$ cat src/rtl/ramp_adc_ctrl.sv
module ramp_adc_ctrl #(
  parameter int NCH = 4,
  parameter int W   = 8
) (
  input  logic             clk,
  input  logic             rst_n,
  input  logic             start,
  input  logic             pingpong,
  input  logic [NCH-1:0]   cmp_in,
  output logic [W-1:0]     ramp_code,
  output logic             ramp_up,
  output logic             busy,
  output logic             discharge,
  output logic             frame_done,
  output logic [NCH*W-1:0] ch_code,
  output logic [NCH-1:0]   ch_valid
);
  localparam logic [W-1:0] TOP = '1;

  logic [W-1:0] cnt, c1, c2;
  logic up, run, rcyc, pp;
  logic [NCH-1:0] s1, s2, s3, lock;
  // tag bits: [3] active, [2] first count, [1] last count, [0] up
  logic [3:0] tg1, tg2;

  logic at_end, at_first, take, nd;
  assign at_end   = run && (up ? cnt == TOP : cnt == '0);
  assign at_first = run && (up ? cnt == '0  : cnt == TOP);
  assign take     = start && (!run || (pp && at_end));
  assign nd       = pingpong ? ~up : 1'b1;

  always_ff @(posedge clk or negedge rst_n) begin
    if (!rst_n) begin
      cnt <= '0; up <= 1'b0; run <= 1'b0; rcyc <= 1'b0; pp <= 1'b0;
    end else begin
      rcyc <= 1'b0;
      if (take) begin
        run <= 1'b1;
        pp  <= pingpong;
        up  <= nd;
        cnt <= nd ? '0 : TOP;
      end else if (at_end) begin
        run <= 1'b0;
        if (!pp) begin
          rcyc <= 1'b1;
          cnt  <= '0;
          up   <= 1'b0;
        end
      end else if (run) begin
        cnt <= up ? cnt + 1'b1 : cnt - 1'b1;
      end
    end
  end

  always_ff @(posedge clk or negedge rst_n) begin
    if (!rst_n) begin
      s1 <= '0; s2 <= '0; s3 <= '0;
      c1 <= '0; c2 <= '0; tg1 <= '0; tg2 <= '0;
    end else begin
      s1 <= cmp_in; s2 <= s1; s3 <= s2;
      c1 <= cnt;    c2 <= c1;
      tg1 <= {run, at_first, at_end, up};
      tg2 <= tg1;
    end
  end

  logic [NCH-1:0] prev, hit, grab;
  assign prev = tg2[2] ? {NCH{~tg2[0]}} : s3;
  assign hit  = !tg2[3] ? '0 : (tg2[0] ? (s2 & ~prev) : (~s2 & prev));
  assign grab = hit & (tg2[2] ? {NCH{1'b1}} : ~lock);

  always_ff @(posedge clk or negedge rst_n) begin
    if (!rst_n) begin
      lock       <= '0;
      frame_done <= 1'b0;
    end else begin
      frame_done <= tg2[3] & tg2[1];
      if (tg2[3]) lock <= tg2[2] ? hit : (lock | hit);
    end
  end

  for (genvar i = 0; i < NCH; i++) begin : g_ch
    logic [W-1:0] q;
    logic         v;
    always_ff @(posedge clk or negedge rst_n) begin
      if (!rst_n) begin
        q <= '0;
        v <= 1'b0;
      end else if (grab[i]) begin
        q <= c2;
        v <= 1'b1;
      end else if (tg2[3] && tg2[1] && !lock[i]) begin
        q <= tg2[0] ? TOP : '0;
        v <= 1'b0;
      end
    end
    assign ch_code[i*W +: W] = q;
    assign ch_valid[i]       = v;
  end

  assign ramp_code = cnt;
  assign ramp_up   = up;
  assign busy      = run | rcyc;
  assign discharge = rcyc;
endmodule


$ cat config.mk
export PLATFORM = sky130hd
export DESIGN_NAME = ramp_adc_ctrl
export DESIGN_NICKNAME = d
export VERILOG_FILES = /design/src/rtl/ramp_adc_ctrl.sv
export SDC_FILE = /design/constraint.sdc
export NUM_CORES = 1
export LEC_CHECK = 0
export CAP_MARGIN = 20
export CORE_ASPECT_RATIO = 0.7
export CORE_UTILIZATION = 25
export DETAILED_ROUTE_END_ITERATION = 6
export PLACE_DENSITY = 0.41
export SYNTH_ARGS = -nofsm -noshare
export SYNTH_HDL_FRONTEND = slang
export SYNTH_SLANG_ARGS = --single-unit
$ cat constraint.sdc
create_clock -name clk -period 2.3 [get_ports clk]
set_input_delay 0.345 -clock clk [delete_from_list [all_inputs] [get_ports clk]]
set_output_delay 0.345 -clock clk [all_outputs]
set_load 0.01 [all_outputs]
---- Word level (Yosys, flattened, before mapping) ----
Index checks and enable logic that the tools add are counted.
storage, ports and cells
  register bits after elaboration ......... 89
  input bits .............................. 8
  output and inout port bits .............. 48
  word-level logic and storage cells ...... 101
cells by class
  add/sub/neg operators ................... 2
  equality and inequality tests ........... 3
  multiplexer cells ....................... 39
  bitwise gates (word level) .............. 11
  reduce and logical (&&, ||, !) cells .... 24
operators by type and width
  operator               count
  $mux W8                15
  $mux W4                5
  $mux W1                19
  $and A4 B4 Y4          3
  $not A4 Y4             3
  $reduce_bool A2 Y1     5
  $logic_and A1 B1 Y1    9
  $add A8 B1 Y8 const B  1
  $eq A8 B8 Y1 const B   1
  $logic_not A8 Y1       1
  $sub A8 B1 Y8 const B  1
  $logic_not A1 Y1       5
  $or A4 B4 Y4           1
  $reduce_and A2 Y1      2
  $ne A3 B2 Y1 const B   1
  $reduce_bool A3 Y1     1
  $ne A2 B1 Y1 const B   1
  $not A1 Y1             2
  $and A1 B1 Y1          1
  $logic_or A1 B1 Y1     1
  $or A1 B1 Y1           1

---- Depth between registers and ports, before layout ----
  depth after elaboration ................. 8
  mapped depth ............................ 7
  depth with buffers taken out ............ 7

---- Worst setup path before layout ----
No wires, ideal clock.
  kind .................................... register -> register
  start ................................... register up, in the netlist ramp_up
  end ..................................... register cnt[6], in the netlist ramp_code[6]
  setup time .............................. 135 ps
  arrival time ............................ 1961 ps
  data required time ...................... 2165 ps
  path slack .............................. 204 ps
  cell stages (with the launch flop) ...... 8
  path buffers ............................ 0
  clock period less this slack ............ 2096 ps
  cells stage by stage .................... dfrtp_1 -> inv_1 -> ha_1 -> nor2b_1 -> o21ai_0 -> a2111oi_0 -> a311oi_1 -> o211ai_1
between the ends
  cells in the longest elaborated chain, start to end .. 7
  elaborated cells on any way between the ends .. 15
  those cells by class .................... eq/ne: 1; mux: 7; bitwise: 1; reduce/logical: 6
ends and longest elaborated chain
  item                                                                        line  source
  start: declaration                                                          21    logic up, run, rcyc, pp;
  start signal: assignment                                                    40    up <= nd;
  $mux W1                                                                     27    assign at_end = run && (up ? cnt == TOP : cnt == '0);
  $logic_and A1 B1 Y1                                                         27
  $logic_and A1 B1 Y1                                                         29    assign take = start && (!run || (pp && at_end));
  $logic_or A1 B1 Y1                                                          29
  $logic_and A1 B1 Y1                                                         29
  $ne A3 B2 Y1 (no source line) / $reduce_bool A3 Y1 (equally long branches)  -
  $reduce_and A2 Y1 (no source line)                                          -
  end signal: assignment                                                      41    cnt <= nd ? '0 : TOP;
  end signal: assignment                                                      50    cnt <= up ? cnt + 1'b1 : cnt - 1'b1;
  end: declaration                                                            20    logic [W-1:0] cnt, c1, c2;
Several ways; a longest one is shown, not always the timed one. The select of a mux whose other input is x is not followed.
A chain may end at the register's enable or synchronous reset.

---- Worst setup path in the final report ----
  start ................................... register cnt[2], in the netlist ramp_code[2]
  end ..................................... register pp
between the ends
  cells in the longest elaborated chain, start to end .. 6
  elaborated cells on any way between the ends .. 7
  those cells by class .................... eq/ne: 1; mux: 1; reduce/logical: 5
ends and longest elaborated chain
  item                                                     line  source
  $eq A8 B8 Y1 / $logic_not A8 Y1 (equally long branches)  27
  $mux W1 (*)                                              27
  $logic_and A1 B1 Y1 (*)                                  27
  $logic_and A1 B1 Y1 (*)                                  29
  $logic_or A1 B1 Y1 (*)                                   29
  $logic_and A1 B1 Y1 (*)                                  29
  end signal: assignment                                   39    pp <= pingpong;
  end: declaration                                         21
Every way passes the cells marked *; elsewhere a longest branch is shown, timed or not.

==> out/qor.tcl <==
set qor(status) {finished, violations left}
set qor(failed_checks) {negative hold slack}
set qor(fp.coreArea_um2) 14680
set qor(synth_compound_gate_area_share) 0.2201
set qor(boundaryPins) 56
set qor(cts_num_sinks) 89
set qor(share_of_synthesized_flip_flops_with_an_asynchronous_set_or_reset) 1.000
set qor(dp.cells) 601
set qor(timing.max_slew.rel_slack) 0.6397
set qor(remaining_drc_errors) 0
set qor(root_buffer) {clkbuf_16}
set qor(antenna_cells_inserted) 0
set qor(fin_crit_ns) 2.118
set qor(worstSetupPathType) {reg2reg}
set qor(p_leak_nw) 2.042
set qor(distinct_cell_type_count_of_the_synthesized_netlist) 44
set qor(post-cts-setup-buffer-count) 0
set qor(fin_tns_setup_ns) 0
set qor(detailed_place_hpwl_um) 6486
set qor(via_count) 2775
set qor(place_congestion) 0.7385
set qor(start_util) 0.2560
set qor(die_w_um) 148.5
set qor(htree_levels) 3
set qor(number_of_hold_buffers_added_after_cts) 0
set qor(post_synth_fa_ha_maj_area_fraction) 0.02531
set qor(final_net_count) 432
set qor(total_switching_power_w) 0.002505
set qor(cp.arrival_ns) 2.33
set qor(antenna_violating_nets_post_route) 0
set qor(total_power_w) 0.007173
set qor(row_count) 37
set qor(internal-power_w) 0.004668
set qor(setup.worst_path.start) {ramp_code[2]$_DFFE_PN0P_}
set qor(worst_ep_required_time_ns) 2.51
set qor(worstSkewPairLatency_ns) 0.33
set qor(grt_util_all_layers) 0.1272
set qor(hold_class) {in2async}
set qor(vias_per_cell) 4.498
set qor(mappedNetlistArea_um2) 3757
set qor(worst_setup_hold_path_clk_slew_ns) 0.06
set qor(synthCells) 352
set qor(n_fill_cell) 1478
set qor(final-hold-violation-count) 7
set qor(synthXorXnorAreaFrac) 0.01166
set qor(post-route-period-util) 0.9208
set qor(postLayoutCellArea_um2) 4942
set qor(overflow) 0
set qor(stdcell_count) 617
set qor(net_sw_frac) 0.3492
set qor(maxCapViolations) 0
set qor(synth_enable_flop_cells) 0
set qor(sequentialPowerShare) 0.378
set qor(first_pass_grt_wire_length_um) 15120
set qor(synthesis.area_per_instance_um2) 10.67
set qor(power_frac_comb) 0.400
set qor(wire_length_reported_by_the_detailed_router_um) 9216
set qor(synth_warnings) 0
set qor(postSynthRegisterBits) 89
set qor(yosys.area_share.simple) 0.1129
set qor(grt_antenna_before_repair) 0
set qor(max-vdd-ir-drop_mv) 0.8797
set qor(drive_gt1_frac) 0.1185
set qor(share_clk_of_total_power) 0.223
set qor(crit_path_top_delay_cell) {or4_4}
set qor(place.port_buffers) 55
set qor(grt_max_degree) 52
set qor(setup_violations) 0
set qor(dr.first_iter.drc_count) 119
set qor(grt_setup_unrepaired) {no}
set qor(synth.mux.area_fraction) 0.002997
set qor(drt-pass1-iter-count) 4
set qor(max_slew.worst_pin.slew_ns) 0.5404
set qor(synthesis.nets) 367
set qor(start_kind) {flop}
set qor(maxSlewViolCount) 0
set qor(placement.cell_area_um2) 4598
set qor(crit_path_max_fanout) 6
set qor(synth_flop_cell) {dfrtp_1}
set qor(grt_pass1_vias) 2780
set qor(timing.critical_path.slowest_cell_delay_ns) 0.57
set qor(die_height_um) 104.6
set qor(synth_top_family_by_area) {compound AO/OA/AOI/OAI gates}
set qor(critical_path.endpoint_type) {flop}
set qor(fmax_ghz) 0.4722
set qor(crit_chain) {or4_4 -> nor3_4 -> o21ai_2 -> a21oi_4 -> mux2_1}
set qor(rr_startpoint) {ramp_code[2]$_DFFE_PN0P_}
set qor(fin_hold_ws_ns) -0.01075
set qor(final.setup_skew_ns) 0.005836
set qor(cts_tree) {built}
set qor(route.detailed.wl_per_inst_um) 14.94
set qor(ys_seq_area_frac) 0.5927
set qor(cts_buffer_depth) 2
set qor(cts_made_buffers) 9
set qor(postLayoutCoreUtil) 0.3368
set qor(power_density_nw_per_um2) 1451
set qor(area.growth.synth_to_final_pct) 31.54
set qor(dieArea_um2) 15530
set qor(cts.repair.resized) 0
==> power groups by stage <==
| stage | Clock [W] | Sequential [W] | Combinational, W |
|---|---|---|---|
| 2_1_floorplan | 0 | 0.00271 | 0.00148 |
| 3_3_place_gp | 0 | 0.00274 | 0.00282 |
| 3_5_place_dp | 0 | 0.00275 | 0.00283 |
| 4_1_cts | 0.00163 | 0.00273 | 0.00284 |
| 5_1_grt | 0.00171 | 0.00281 | 0.00318 |
| 6_report | 0.00160 | 0.00271 | 0.00287 |
==> final timing paths <==
| kind | to | slack (ns) | depth (start not counted) |
|---|---|---|---|
| worst max-delay path | pp$_DFFE_PN0P_ | 0.18 | 5 |
| min in group clk | tg2[0]$_DFF_PN0_ | 0.35 | 0 |
| worst max register to register | pp$_DFFE_PN0P_ | 0.18 | 5 |
| max in group asynchronous | ramp_code[0]$_DFFE_PN0P_ | 1.64 | 2 |
| worst min register to register | tg2[0]$_DFF_PN0_ | 0.35 | 0 |
| worst min-delay path | s2[0]$_DFF_PN0_ | -0.01 | 1 |
==> registers in the layout, summed over array words and instances (netlist names) <==
| register | cells |
|---|---|
| c1 | 8 |
| c2 | 8 |
| discharge | 1 |
| frame_done | 1 |
| g_ch.q | 32 |
| g_ch.v | 4 |
| lock | 4 |
| pp | 1 |
| ramp_code | 8 |
| ramp_up | 1 |
| run | 1 |
| s1 | 4 |
| s2 | 4 |
| s3 | 4 |
| tg1 | 4 |
| tg2 | 4 |
==> layout make-up <==
cell class,instances,area [um2],share of cell area
Inverter,14,52.55,0.01063
Tap cell,195,244.0,0.04937
Timing Repair Buffer,70,673.1,0.1362
Multi-Input combinational cell,233,1414,0.2861
Clock buffer,10,239.0,0.04835
Clock inverter,6,91.34,0.01848
Sequential cell,89,2228,0.4509
==> kinds of logic after synthesis <==
family	Yosys count
AO/OA/AOI/OAI	131
XOR/XNOR	5
adder cells (fa/ha/maj)	7
buffers and inverters	30
flip-flops	89
multiplexers	1
AND/OR/NAND/NOR	89
==> cells in the final DEF, fill, tap and decap left out, drive strengths merged, types with 4 or more instances in the layout <==
cell type      netlist  final
buf                  5     16
nor2                19     19
o21bai               5      5
ha                   6      6
or2                  5      5
nor3                 4      4
a22o                 4      4
o2bb2ai              6      6
inv                 14     14
nand2               41     41
clkdlybuf4s50        0     54
a211oi               5      5
a21boi               4      4
o21ai               51     51
nor2b                9      9
o211ai               5      5
a21o                 6      6
a21oi               35     35
clkbuf              11     10
dfrtp               89     89
==> Yosys cell counts (all sizes together), types with 3 or more instances <==
cell / n / share of area
nand2: 41 / 0.041
a211oi: 5 / 0.010
clkbuf: 11 / 0.011
buf: 5 / 0.0093
o21ai: 51 / 0.070
a21boi: 4 / 0.0080
a22o: 4 / 0.0093
o2bb2ai: 6 / 0.014
nor2b: 9 / 0.015
o21bai: 5 / 0.010
or2: 5 / 0.0083
nor2: 19 / 0.019
inv: 14 / 0.014
ha: 6 / 0.020
nand3: 3 / 0.0040
a21oi: 35 / 0.051
xnor2: 3 / 0.0070
o211ai: 5 / 0.010
nor3: 4 / 0.0097
a21o: 6 / 0.012
dfrtp: 89 / 0.59
==> layer usage <==
layer | global-route usage | routed length, um | up-vias
met5 | 0 | 0 | -
met2 | 0.1866 | 3894 | 58
met3 | 0.03843 | 459 | 11
met4 | 0.03093 | 96 | 0
li1 | - | - | 1368
met1 | 0.1811 | 4766 | 1338
==> critical path, delay by kind of cell (launching register included) <==
kind | cells | cell delay (ns)
mux | 1 | 0.33
simple gates | 2 | 0.87
flops | 1 | 0.45
compound gates | 2 | 0.34
==> stage by stage <==
stage | worst slack (ns) | hold slack [ns]
2_1_floorplan | 0.2041 | 0.04941
3_3_place_gp | 0.2109 | 0.3323
3_5_place_dp | 0.1742 | 0.3347
4_1_cts | 0.1583 | 0.006530
5_1_grt | 0.03001 | 0.02923
6_report | 0.1821 | -0.01075
No activity file was read; power rests on OpenSTA's default activity.
